===== src/rtl/i2c_xact_pkg.sv =====
package i2c_xact_pkg;

  typedef enum logic [1:0] {
    OP_START = 2'd0,
    OP_STOP  = 2'd1,
    OP_WRITE = 2'd2,
    OP_READ  = 2'd3
  } bus_op_e;

  typedef enum logic [1:0] {
    K_PROBE = 2'd0,
    K_READ  = 2'd1,
    K_WRITE = 2'd2,
    K_RSVD  = 2'd3
  } xact_kind_e;

  typedef enum logic [3:0] {
    S_IDLE,
    S_START,
    S_DEVW,
    S_ADDR,
    S_MIDSTOP,
    S_RESTART,
    S_DEVR,
    S_RDATA,
    S_RPUSH,
    S_WDATA,
    S_STOP,
    S_DONE
  } seq_state_e;

endpackage


===== src/rtl/xact_rst_sync.sv =====
module xact_rst_sync (
  input  logic clk,
  input  logic arst_n,
  output logic srst_n
);
  logic meta_q;
  logic sync_q;

  always_ff @(posedge clk or negedge arst_n) begin
    if (!arst_n) begin
      meta_q <= 1'b0;
      sync_q <= 1'b0;
    end else begin
      meta_q <= 1'b1;
      sync_q <= meta_q;
    end
  end

  assign srst_n = sync_q;
endmodule


===== src/rtl/xact_fold.sv =====
module xact_fold
  import i2c_xact_pkg::*;
#(
  parameter int MAX_ALEN = 4,
  parameter int ALW      = $clog2(MAX_ALEN + 1)
) (
  input  logic [1:0]            kind,
  input  logic [6:0]            dev,
  input  logic [8*MAX_ALEN-1:0] addr,
  input  logic [ALW-1:0]        alen,
  input  logic                  fold_en,
  input  logic [6:0]            fold_mask,
  output logic [6:0]            dev_eff
);
  localparam int AW = 8 * MAX_ALEN;

  // hi_bits[g]: the 7 address bits just above the lowest g bytes
  logic [MAX_ALEN:0][6:0] hi_bits;

  for (genvar g = 0; g <= MAX_ALEN; g++) begin : g_hi
    if (g < MAX_ALEN) begin : g_part
      logic [AW-1:0] shifted;
      assign shifted    = addr >> (8 * g);
      assign hi_bits[g] = shifted[6:0];
    end else begin : g_none
      assign hi_bits[g] = 7'd0;
    end
  end

  logic [6:0] sel_bits;
  logic       applies;

  always_comb begin
    sel_bits = 7'd0;
    if (int'(alen) <= MAX_ALEN) sel_bits = hi_bits[alen];
  end

  assign applies = fold_en && ((kind == K_READ) || (kind == K_WRITE));
  assign dev_eff = dev | (applies ? (sel_bits & fold_mask) : 7'd0);
endmodule


===== src/rtl/xact_fail_cnt.sv =====
module xact_fail_cnt #(
  parameter int W = 8
) (
  input  logic         clk,
  input  logic         rst_n,
  input  logic         clr,
  input  logic         inc,
  output logic [W-1:0] count
);
  logic [W-1:0] cnt_q;
  logic [W-1:0] cnt_d;
  logic         cnt_en;

  assign cnt_en = clr || (inc && (cnt_q != {W{1'b1}}));

  always_comb begin
    cnt_d = cnt_q;
    if (clr)      cnt_d = '0;
    else if (inc) cnt_d = cnt_q + 1'b1;
  end

  always_ff @(posedge clk or negedge rst_n) begin
    if (!rst_n)      cnt_q <= '0;
    else if (cnt_en) cnt_q <= cnt_d;
  end

  assign count = cnt_q;

  // without a clear, the count only stays or moves up by one
  p_fail_step_r12: assert property (@(posedge clk) disable iff (!rst_n)
    !clr |=> (cnt_q == $past(cnt_q)) || (cnt_q == $past(cnt_q) + 1'b1));
endmodule


===== src/rtl/xact_seq.sv =====
module xact_seq
  import i2c_xact_pkg::*;
#(
  parameter int MAX_ALEN = 4,
  parameter int LEN_W    = 8,
  parameter int ALW      = $clog2(MAX_ALEN + 1)
) (
  input  logic                  clk,
  input  logic                  rst_n,
  input  logic                  cfg_rep_start,
  input  logic                  req_valid,
  output logic                  req_ready,
  input  logic [1:0]            req_kind,
  input  logic [6:0]            req_dev_eff,
  input  logic [8*MAX_ALEN-1:0] req_addr,
  input  logic [ALW-1:0]        req_alen,
  input  logic [LEN_W-1:0]      req_len,
  input  logic                  wr_valid,
  output logic                  wr_ready,
  input  logic [7:0]            wr_data,
  output logic                  rd_valid,
  input  logic                  rd_ready,
  output logic [7:0]            rd_data,
  output logic                  cmd_valid,
  input  logic                  cmd_ready,
  output logic [1:0]            cmd_op,
  output logic [7:0]            cmd_data,
  output logic                  cmd_nack,
  input  logic                  rsp_valid,
  input  logic                  rsp_nack,
  input  logic [7:0]            rsp_data,
  output logic                  done,
  output logic                  done_abort,
  output logic                  fail_clr,
  output logic                  fail_inc
);
  localparam int IDXW = (MAX_ALEN > 1) ? $clog2(MAX_ALEN) : 1;

  seq_state_e               state_q, state_d;
  logic                     wait_q, wait_d;
  xact_kind_e               kind_q, kind_d;
  logic [6:0]               dev_q, dev_d;
  logic [MAX_ALEN-1:0][7:0] addr_q, addr_d;
  logic [ALW-1:0]           alen_q, alen_d;
  logic [IDXW-1:0]          idx_q, idx_d;
  logic [LEN_W-1:0]         remain_q, remain_d;
  logic                     rep_q, rep_d;
  logic                     abort_q, abort_d;
  logic [7:0]               rdata_q, rdata_d;
  bus_op_e                  op;
  logic                     issue;
  logic                     rsp_hit;

  assign issue   = !wait_q;
  assign rsp_hit = rsp_valid && wait_q;

  always_comb begin
    state_d   = state_q;
    wait_d    = wait_q;
    kind_d    = kind_q;
    dev_d     = dev_q;
    addr_d    = addr_q;
    alen_d    = alen_q;
    idx_d     = idx_q;
    remain_d  = remain_q;
    rep_d     = rep_q;
    abort_d   = abort_q;
    rdata_d   = rdata_q;
    req_ready = 1'b0;
    wr_ready  = 1'b0;
    rd_valid  = 1'b0;
    cmd_valid = 1'b0;
    op        = OP_START;
    cmd_data  = 8'd0;
    cmd_nack  = 1'b0;
    done      = 1'b0;
    fail_clr  = 1'b0;
    fail_inc  = 1'b0;

    unique case (state_q)
      S_IDLE: begin
        req_ready = 1'b1;
        if (req_valid) begin
          kind_d   = xact_kind_e'(req_kind);
          dev_d    = req_dev_eff;
          addr_d   = req_addr;
          alen_d   = req_alen;
          remain_d = req_len;
          rep_d    = cfg_rep_start;
          abort_d  = 1'b0;
          fail_clr = 1'b1;
          state_d  = S_START;
        end
      end
      S_START: begin
        cmd_valid = issue;
        op        = OP_START;
        if (rsp_hit)
          state_d = (kind_q == K_READ && alen_q == '0) ? S_DEVR : S_DEVW;
      end
      S_DEVW: begin
        cmd_valid = issue;
        op        = OP_WRITE;
        cmd_data  = {dev_q, 1'b0};
        if (rsp_hit) begin
          if (rsp_nack) begin
            abort_d = 1'b1;
            state_d = S_STOP;
          end else if (kind_q != K_READ && kind_q != K_WRITE) begin
            state_d = S_STOP;
          end else if (alen_q != '0) begin
            idx_d   = IDXW'(alen_q - 1'b1);
            state_d = S_ADDR;
          end else begin
            state_d = (remain_q == '0) ? S_STOP : S_WDATA;
          end
        end
      end
      S_ADDR: begin
        cmd_valid = issue;
        op        = OP_WRITE;
        cmd_data  = addr_q[idx_q];
        if (rsp_hit) begin
          if (rsp_nack) begin
            abort_d = 1'b1;
            state_d = S_STOP;
          end else if (idx_q != '0) begin
            idx_d = idx_q - 1'b1;
          end else if (kind_q == K_READ) begin
            state_d = rep_q ? S_RESTART : S_MIDSTOP;
          end else begin
            state_d = (remain_q == '0) ? S_STOP : S_WDATA;
          end
        end
      end
      S_MIDSTOP: begin
        cmd_valid = issue;
        op        = OP_STOP;
        if (rsp_hit) state_d = S_RESTART;
      end
      S_RESTART: begin
        cmd_valid = issue;
        op        = OP_START;
        if (rsp_hit) state_d = S_DEVR;
      end
      S_DEVR: begin
        cmd_valid = issue;
        op        = OP_WRITE;
        cmd_data  = {dev_q, 1'b1};
        if (rsp_hit) state_d = (remain_q == '0) ? S_STOP : S_RDATA;
      end
      S_RDATA: begin
        cmd_valid = issue;
        op        = OP_READ;
        cmd_nack  = (remain_q == LEN_W'(1));
        if (rsp_hit) begin
          rdata_d = rsp_data;
          state_d = S_RPUSH;
        end
      end
      S_RPUSH: begin
        rd_valid = 1'b1;
        if (rd_ready) begin
          remain_d = remain_q - 1'b1;
          state_d  = (remain_q == LEN_W'(1)) ? S_STOP : S_RDATA;
        end
      end
      S_WDATA: begin
        cmd_valid = issue && wr_valid;
        wr_ready  = issue && cmd_ready;
        op        = OP_WRITE;
        cmd_data  = wr_data;
        if (rsp_hit) begin
          fail_inc = rsp_nack;
          remain_d = remain_q - 1'b1;
          state_d  = (remain_q == LEN_W'(1)) ? S_STOP : S_WDATA;
        end
      end
      S_STOP: begin
        cmd_valid = issue;
        op        = OP_STOP;
        if (rsp_hit) state_d = S_DONE;
      end
      S_DONE: begin
        done    = 1'b1;
        state_d = S_IDLE;
      end
      default: state_d = S_IDLE;
    endcase

    if (cmd_valid && cmd_ready) wait_d = 1'b1;
    else if (rsp_hit)           wait_d = 1'b0;
  end

  always_ff @(posedge clk or negedge rst_n) begin
    if (!rst_n) begin
      state_q  <= S_IDLE;
      wait_q   <= 1'b0;
      kind_q   <= K_PROBE;
      dev_q    <= '0;
      addr_q   <= '0;
      alen_q   <= '0;
      idx_q    <= '0;
      remain_q <= '0;
      rep_q    <= 1'b0;
      abort_q  <= 1'b0;
      rdata_q  <= '0;
    end else begin
      state_q  <= state_d;
      wait_q   <= wait_d;
      kind_q   <= kind_d;
      dev_q    <= dev_d;
      addr_q   <= addr_d;
      alen_q   <= alen_d;
      idx_q    <= idx_d;
      remain_q <= remain_d;
      rep_q    <= rep_d;
      abort_q  <= abort_d;
      rdata_q  <= rdata_d;
    end
  end

  assign cmd_op     = op;
  assign rd_data    = rdata_q;
  assign done_abort = abort_q;

  // an accepted command leaves nothing new on offer until its response
  p_one_outstanding_r1: assert property (@(posedge clk) disable iff (!rst_n)
    cmd_valid && cmd_ready |=> !cmd_valid);

  // an offered command is held until taken
  p_cmd_hold_r1: assert property (@(posedge clk) disable iff (!rst_n)
    cmd_valid && !cmd_ready |=> cmd_valid && $stable(cmd_op) && $stable(cmd_data));

  // read stream byte held while stalled
  p_rd_hold_r7: assert property (@(posedge clk) disable iff (!rst_n)
    rd_valid && !rd_ready |=> rd_valid && $stable(rd_data));

  // completion lasts one cycle and returns to idle
  p_done_pulse_r12: assert property (@(posedge clk) disable iff (!rst_n)
    done |=> !done && req_ready);

  // an accepted request makes the controller busy
  p_busy_after_req_r12: assert property (@(posedge clk) disable iff (!rst_n)
    req_valid && req_ready |=> !req_ready);
endmodule


===== src/rtl/i2c_xact_ctrl.sv =====
module i2c_xact_ctrl #(
  parameter int MAX_ALEN = 4,
  parameter int LEN_W    = 8,
  localparam int AW      = 8 * MAX_ALEN,
  localparam int ALW     = $clog2(MAX_ALEN + 1)
) (
  input  logic             clk,
  input  logic             rst_n,
  input  logic             cfg_rep_start,
  input  logic             cfg_fold_en,
  input  logic [6:0]       cfg_fold_mask,
  input  logic             req_valid,
  output logic             req_ready,
  input  logic [1:0]       req_kind,
  input  logic [6:0]       req_dev,
  input  logic [AW-1:0]    req_addr,
  input  logic [ALW-1:0]   req_alen,
  input  logic [LEN_W-1:0] req_len,
  input  logic             wr_valid,
  output logic             wr_ready,
  input  logic [7:0]       wr_data,
  output logic             rd_valid,
  input  logic             rd_ready,
  output logic [7:0]       rd_data,
  output logic             cmd_valid,
  input  logic             cmd_ready,
  output logic [1:0]       cmd_op,
  output logic [7:0]       cmd_data,
  output logic             cmd_nack,
  input  logic             rsp_valid,
  input  logic             rsp_nack,
  input  logic [7:0]       rsp_data,
  output logic             done,
  output logic             done_abort,
  output logic [LEN_W-1:0] done_nacks
);
  logic       srst_n;
  logic [6:0] dev_eff;
  logic       fail_clr;
  logic       fail_inc;

  xact_rst_sync u_rst (
    .clk    (clk),
    .arst_n (rst_n),
    .srst_n (srst_n)
  );

  xact_fold #(.MAX_ALEN(MAX_ALEN), .ALW(ALW)) u_fold (
    .kind      (req_kind),
    .dev       (req_dev),
    .addr      (req_addr),
    .alen      (req_alen),
    .fold_en   (cfg_fold_en),
    .fold_mask (cfg_fold_mask),
    .dev_eff   (dev_eff)
  );

  xact_seq #(.MAX_ALEN(MAX_ALEN), .LEN_W(LEN_W), .ALW(ALW)) u_seq (
    .clk           (clk),
    .rst_n         (srst_n),
    .cfg_rep_start (cfg_rep_start),
    .req_valid     (req_valid),
    .req_ready     (req_ready),
    .req_kind      (req_kind),
    .req_dev_eff   (dev_eff),
    .req_addr      (req_addr),
    .req_alen      (req_alen),
    .req_len       (req_len),
    .wr_valid      (wr_valid),
    .wr_ready      (wr_ready),
    .wr_data       (wr_data),
    .rd_valid      (rd_valid),
    .rd_ready      (rd_ready),
    .rd_data       (rd_data),
    .cmd_valid     (cmd_valid),
    .cmd_ready     (cmd_ready),
    .cmd_op        (cmd_op),
    .cmd_data      (cmd_data),
    .cmd_nack      (cmd_nack),
    .rsp_valid     (rsp_valid),
    .rsp_nack      (rsp_nack),
    .rsp_data      (rsp_data),
    .done          (done),
    .done_abort    (done_abort),
    .fail_clr      (fail_clr),
    .fail_inc      (fail_inc)
  );

  xact_fail_cnt #(.W(LEN_W)) u_fail (
    .clk   (clk),
    .rst_n (srst_n),
    .clr   (fail_clr),
    .inc   (fail_inc),
    .count (done_nacks)
  );
endmodule


===== config.mk =====
export PLATFORM = sky130hd
export DESIGN_NAME = i2c_xact_ctrl
export DESIGN_NICKNAME = d
export VERILOG_FILES = /design/src/rtl/i2c_xact_pkg.sv /design/src/rtl/xact_rst_sync.sv /design/src/rtl/xact_fold.sv /design/src/rtl/xact_fail_cnt.sv /design/src/rtl/xact_seq.sv /design/src/rtl/i2c_xact_ctrl.sv
export SDC_FILE = /design/constraint.sdc
export NUM_CORES = 1
export LEC_CHECK = 0
export ABC_CLOCK_PERIOD_IN_PS = 5400
export BUFFER_PORTS_ARGS = -buffer_cell sky130_fd_sc_hd__buf_2
export CORE_MARGIN = 1
export CORE_UTILIZATION = 40
export CTS_BUF_LIST = sky130_fd_sc_hd__clkbuf_4 sky130_fd_sc_hd__clkbuf_8
export CTS_CLUSTER_SIZE = 20
export DETAILED_ROUTE_END_ITERATION = 12
export PLACE_DENSITY = 0.63
export SLEW_MARGIN = 20
export SYNTH_ARGS = -nofsm -noshare
export SYNTH_HDL_FRONTEND = slang
export SYNTH_HIERARCHICAL = 1
export SYNTH_SLANG_ARGS = --single-unit
export TNS_END_PERCENT = 30

===== constraint.sdc =====
create_clock -name clk -period 5.4 [get_ports clk]
set_input_delay 0.27 -clock clk [delete_from_list [all_inputs] [get_ports clk]]
set_output_delay 0.27 -clock clk [all_outputs]
set_load 0.02 [all_outputs]

# ---- Word level (Yosys, flattened, before mapping)
# Cells that the tools add are included.
dict set report totals {
  ff_bits 79
  inputBits 85
  output_inout_bits 33
  elab_cells 157
}
dict set report classes {
  add_sub_neg 4
  n_lt_le_gt_ge 3
  eq_ne 37
  muxes 62
  bitwise_logic 2
  n_reduce_logical 32
}
# operator n
set op_table {}
lappend op_table {{$mux 4} 19}
lappend op_table {{$mux 8} 6}
lappend op_table {{$pmux 4 s11} 1}
lappend op_table {{$pmux 8 s4} 1}
lappend op_table {{$ne 2x1->1 const B} 14}
lappend op_table {{$pmux 8 s3} 1}
lappend op_table {{$bmux 7 s3} 1}
lappend op_table {{$mux 7} 3}
lappend op_table {{$mux 2} 9}
lappend op_table {{$bmux 8 s2} 1}
lappend op_table {{$eq 4x3->1 const B} 4}
lappend op_table {{$eq 4x4->1 const B} 4}
lappend op_table {{$mux 1} 15}
lappend op_table {{$ne 2x2->1 const B} 6}
lappend op_table {{$reduce_and 12->1} 1}
lappend op_table {{$reduce_bool 2->1} 5}
lappend op_table {{$add 8x1->8 const B} 1}
lappend op_table {{$eq 4x2->1 const B} 2}
lappend op_table {{$eq 8x1->1 const B} 1}
lappend op_table {{$logic_and 1x1->1} 8}
lappend op_table {{$logic_not 8->1} 1}
lappend op_table {{$ne 8x8->1 const B} 1}
lappend op_table {{$reduce_and 4->1} 2}
lappend op_table {{$reduce_and 8->1} 1}
lappend op_table {{other kinds (24)} 32}

# ---- Logic depth before layout (Yosys ltp)
dict set report logic_depth {
  word_depth 7
  ltp_mapped 8
  depth_no_buf 7
}

# ---- Hierarchy
# The synthesis kept the hierarchy.
# mod n_inst cells_per_inst area_per_inst_um2 seq_area_each_um2
set modules_own_cells {}
lappend modules_own_cells {xact_seq 1 326 3728.6 1726.7}
lappend modules_own_cells {xact_fail_cnt 1 48 489.2 200.2}
lappend modules_own_cells {xact_fold 1 42 331.6 0.0}
lappend modules_own_cells {xact_rst_sync 1 3 53.8 50.0}

# ---- Least setup slack after synthesis
# No wires, ideal clock.
dict set report synth_timing {
  path_kind {reg-to-reg}
  start {reg u_seq.state_q[0]}
  end {reg u_fail.cnt_q[0], in the netlist u_fail/count[0]}
  setup_time_ps 125
  t_arrival_ps 2061
  required_time_ps 5275
  setup_slack_ps 3214
  path_stages_with_launch 9
  path_buffers 3
  period_less_slack_ps 2186
  cell_sequence {dfrtp_1 -> buf_2 -> nor4_4 -> nand2_2 -> buf_2 -> inv_1 -> clkbuf_1 -> nor2b_1 -> mux2_4}
}
dict set report synth_via {
  word_cells_on_any_way 9
  classes_between {1 x eq/ne; 3 x mux; 5 x reduce/logical}
}
# item line_no
set synth_lines {}
lappend synth_lines {{start, declared} xact_seq.sv:39} ;# seq_state_e state_q, state_d;
lappend synth_lines {{start signal, assigned} xact_seq.sv:209} ;# state_q <= state_d;
lappend synth_lines {{$logic_not 4->1 *} xact_seq.sv:80} ;# unique case (state_q)
lappend synth_lines {{$mux 1 *} xact_seq.sv:80}
lappend synth_lines {{named net fail_clr} i2c_xact_ctrl.sv:39} ;# logic fail_clr;
lappend synth_lines {{$reduce_bool 2->1 (no source line) or $logic_or 1x1->1 (tied branches)} n/a}
lappend synth_lines {{$reduce_and 2->1 (no source line)} n/a}
lappend synth_lines {{end signal, assigned} xact_fail_cnt.sv:24} ;# else if (cnt_en) cnt_q <= cnt_d;
lappend synth_lines {{end, declared} xact_fail_cnt.sv:10} ;# logic [W-1:0] cnt_q;
# The timed path passes the listed nets; every way through them passes the cells marked *.
# A chain may end at the register's enable or synchronous reset.

# ---- Worst setup path after layout
dict set report layout_timing {
  start {reg u_seq.state_q[3]}
  end {reg u_fail.cnt_q[5], in the netlist u_fail/count[5]}
}
dict set report layout_via {
  elab_chain_cells 5
  word_cells_on_any_way 9
  classes_between {1 x eq/ne; 3 x mux; 5 x reduce/logical}
}
# item line_no
set layout_rtl {}
lappend layout_rtl {{$eq 4x4->1 *} xact_seq.sv:80}
lappend layout_rtl {{$mux 1 *} xact_seq.sv:80}
lappend layout_rtl {{named net fail_inc} i2c_xact_ctrl.sv:40} ;# logic fail_inc;
lappend layout_rtl {{$logic_and 1x1->1} xact_fail_cnt.sv:14} ;# assign cnt_en = clr || (inc && (cnt_q != {W{1'b1}}));
lappend layout_rtl {{$logic_or 1x1->1} xact_fail_cnt.sv:14}
lappend layout_rtl {{$reduce_and 2->1 (no source line) *} n/a}
# Marked as above.

==> key figures <==
Run status
  • Result of the run: completed

Worst setup path
  • Crit Path Class: reg -> reg
  • Critical path endpoint category: register
  • WP data arrival: 3.33 ns
  • Worst setup SP type: register
  • WP data required: 5.64 ns
  • CP Max Fanout: 22
  • FF-to-FF path depth: 5

Timing
  • Fin. max-slew vios: 0
  • RSZ-0062 raised after global routing: false
  • Setup TNS Final: 0 ns
  • Peak Freq: 323 MHz
  • Worst slew pin tran: 1.11 ns
  • Final Setup Violations: 0
  • Max_slew headroom: 25.3%
  • Minimum clock period: 3.10 ns
  • Ratio of final minimum period to clock period: 57.4%
  • Worst clock skew: 0.00764 ns
  • Fin. Hold Viols: 0

Floorplanning
  • Die area: 11900 um2
  • Initial Util: 41.7%
  • Io pins: 118
  • Die Span Y: 109 um
  • Core area: 11000 um2
  • Die Span X: 109 um
  • FP Rows: 38

Synth
  • Post-synth ARST share: 100%
  • Synth top area share: 42.9%
  • Netlist Area Pre-Place: 4600 um2
  • Top_reg_cell synth: dfrtp_1
  • Area leader, netlist: dfrtp_1
  • Synth Register Bits: 79
  • Distinct cells, synth: 72
  • Net count after synthesis: 509
  • Mean post-synth cell area: 11.0 um2
  • Seq/Total Area, Yosys: 42.9%
  • Synth area leaders: dfrtp_1 43%, mux2_1 9.5%, mux2_2 4.2%, mux4_2 3.9%, mux2i_1 3.3%
  • Post-synth EDFFs: 0
  • Synth warnings: 6
  • Cells after synthesis: 419

Clock tree
  • Buffer depth of the longest clock path: 2
  • Clk Latency, worst-skew pair: 0.35 ns
  • Clk sinks: 79
  • Post_cts resized: 0
  • Root Buffer: clkbuf_8
  • Num CTS Buffers: 9
  • TritonCTS clock tree: yes
  • CTS H-tree depth: 3
  • Clk pin slew, worst setup/hold paths: 0.08 ns

Routing
  • ANT nets after route: 0
  • Routed len/inst: 17.1 um
  • DRC viols: 0
  • Pre-antenna DRT Iters: 5
  • Met2 routed WL: 5.51 mm
  • Top sig layer: met4
  • Initial drt markers: 190
  • Via-to-Cell Ratio: 5.63
  • Via count: 3759
  • M1 wire length: 5.22 mm
  • Met3 WL post-DR: 568 um
  • WL final: 11.5 mm

Cells and area
  • Most common cell after layout, fill and taps aside: buf_2
  • Final-stage net count: 614
  • Share of post-route cells with drive strength above 1: 34.1%
  • Diodes inserted: 0
  • # fillers: 1060
  • Area growth, synth to finish: 18.8%
  • Commonest non-fill, non-tap cells in the layout: 117 x buf_2, 78 x dfrtp_1, 39 x mux2_1
  • Register Area: 1980 um2
  • Area of the multi-input gates: 2420 um2
  • Final Non-Filler Cells: 668

Global routing
  • Largest net degree at the start of global routing: 78
  • Global-route wire length before repair: 18.7 mm
  • Antenna violations before repair: 1
  • Vias in the first global route: 3675
  • GRT Util Overall: 20.8%
  • Total gr overflow: 0

Placed design
  • RD Place Congestion: 0.853
  • Hpwl dp: 8.18 mm
  • I/O Buffers: 117
  • Placed cells: 651

Worst hold path
  • Hold Path Stages: 2
  • Hold crit path type: in -> reg

Flow run
  • Maxcap violations: 0

Power
  • P per Cell Area: 518 nW/um2
  • Pwr Total: 2.83 mW
  • P_leak: 2.55 nW
  • Maximum vdd ir drop: 0.000209 V
-- worst max-delay path: stages (launching register included) --
cell and delay (ns):
dfrtp_1 0.85, nand2b_1 0.36, nor3_1 0.97, nand3_1 0.15
a211oi_1 0.29, mux2_2 0.36
-- sequential cells by signal, summed over array words and instances, names as in the netlist, 2 cells and up --
| signal | count |
|---|---|
| u_seq/addr_q | 32 |
| u_seq/remain_q | 8 |
| u_seq/dev_q | 7 |
| u_seq/rd_data | 8 |
| u_fail/count | 8 |
| u_seq/state_q | 4 |
| u_seq/kind_q | 2 |
| u_seq/idx_q | 2 |
| u_seq/alen_q | 3 |
-- cell usage after synthesis, drive strengths merged (2+ instances only) --
library cell   n
a211o          7
a211oi         5
a21boi         7
a21oi         17
a221oi         2
a222oi         7
a22oi          3
a2bb2oi        2
a31o           6
a31oi          3
and2           2
and3           3
and4           2
buf           20
clkbuf         5
dfrtp         79
ha             5
inv           17
mux2          57
mux2i         15
mux4           8
nand2         21
nand2b         8
nand3         12
nand4          4
nor2          23
nor2b         12
nor3          14
nor3b          3
nor4           2
nor4b          2
o211ai         2
o21ai         14
o22ai          5
o2bb2ai        2
o31ai          3
or3            2
-- per-layer routing --
layer	vias up	GRT usage, %
met4	0	7.33
li1	1773	-
met5	-	0
met3	12	3.77
met1	1871	27.9
met2	103	33.6
-- what timing repair did --
item / CTS / global route
buffers inserted: 0 / 0
endpoints found under the hold margin: 2 / 0
hold buffers: 1 / 0
-- logic make-up (layout without fill, tap and decap cells) --
| kind of cell | after synthesis | count (layout) | synth area share [%] |
|---|---|---|---|
| buffers and inverters | 42 | 151 | 4.48 |
| xor gates and xnor gates | 2 | 2 | 0.381 |
| muxes | 80 | 80 | 21.2 |
| adders and majority gates | 5 | 5 | 1.36 |
| other | 1 | 1 | 0.0815 |
| DFF | 79 | 79 | 42.9 |
| and+or+nand+nor | 116 | 116 | 14.5 |
| AOI/OAI and AO/OA | 94 | 94 | 15.0 |
-- path summary, 6_finish.rpt --
path / from / endpoint / slack [ns]
min in group asynchronous: u_rst/srst_n / u_fail/count[0] / 0.24
max: u_seq/state_q[3] / u_fail/count[5] / 2.30
max in group asynchronous: u_rst/srst_n / u_seq/dev_q[3] / 4.59
max reg2reg: u_seq/state_q[3] / u_fail/count[5] / 2.30
min: req_addr[31] / u_seq/addr_q[31] / 0.12
min reg2reg: u_rst/srst_n / u_fail/count[0] / 0.24
-- metrics by stage --
stage / utilization (%) / setup slack, ns / hold slack [ns] / cell area [um2]
floorplan: - / 3.04 / -0.0256 / 4600
global placement: 47.4 / 2.51 / 0.0556 / 5230
detailed placement: 47.4 / 2.40 / 0.0578 / 5230
CTS: 49.3 / 2.36 / 0.0999 / 5430
global route: 49.6 / 2.05 / 0.109 / 5470
finish: 49.6 / 2.30 / 0.118 / 5470
-- where the power goes --
part	switching (mW)	internal (mW)	total (mW)
clock network	0.225	0.224	0.449
logic	0.659	0.595	1.25
registers	0.276	0.854	1.13
-- area by class of cell --
cell class                 instances  share of cell area [%]
sequential                        79                    36.2
timing repair buffer             119                    11.4
clock buffer                      10                    2.52
multi-input combinational        298                    44.4
clock inverter                     5                    1.08
tap                              140                    3.20
inverter                          17                    1.21
Note: power is estimated with default switching activity, not from simulation.
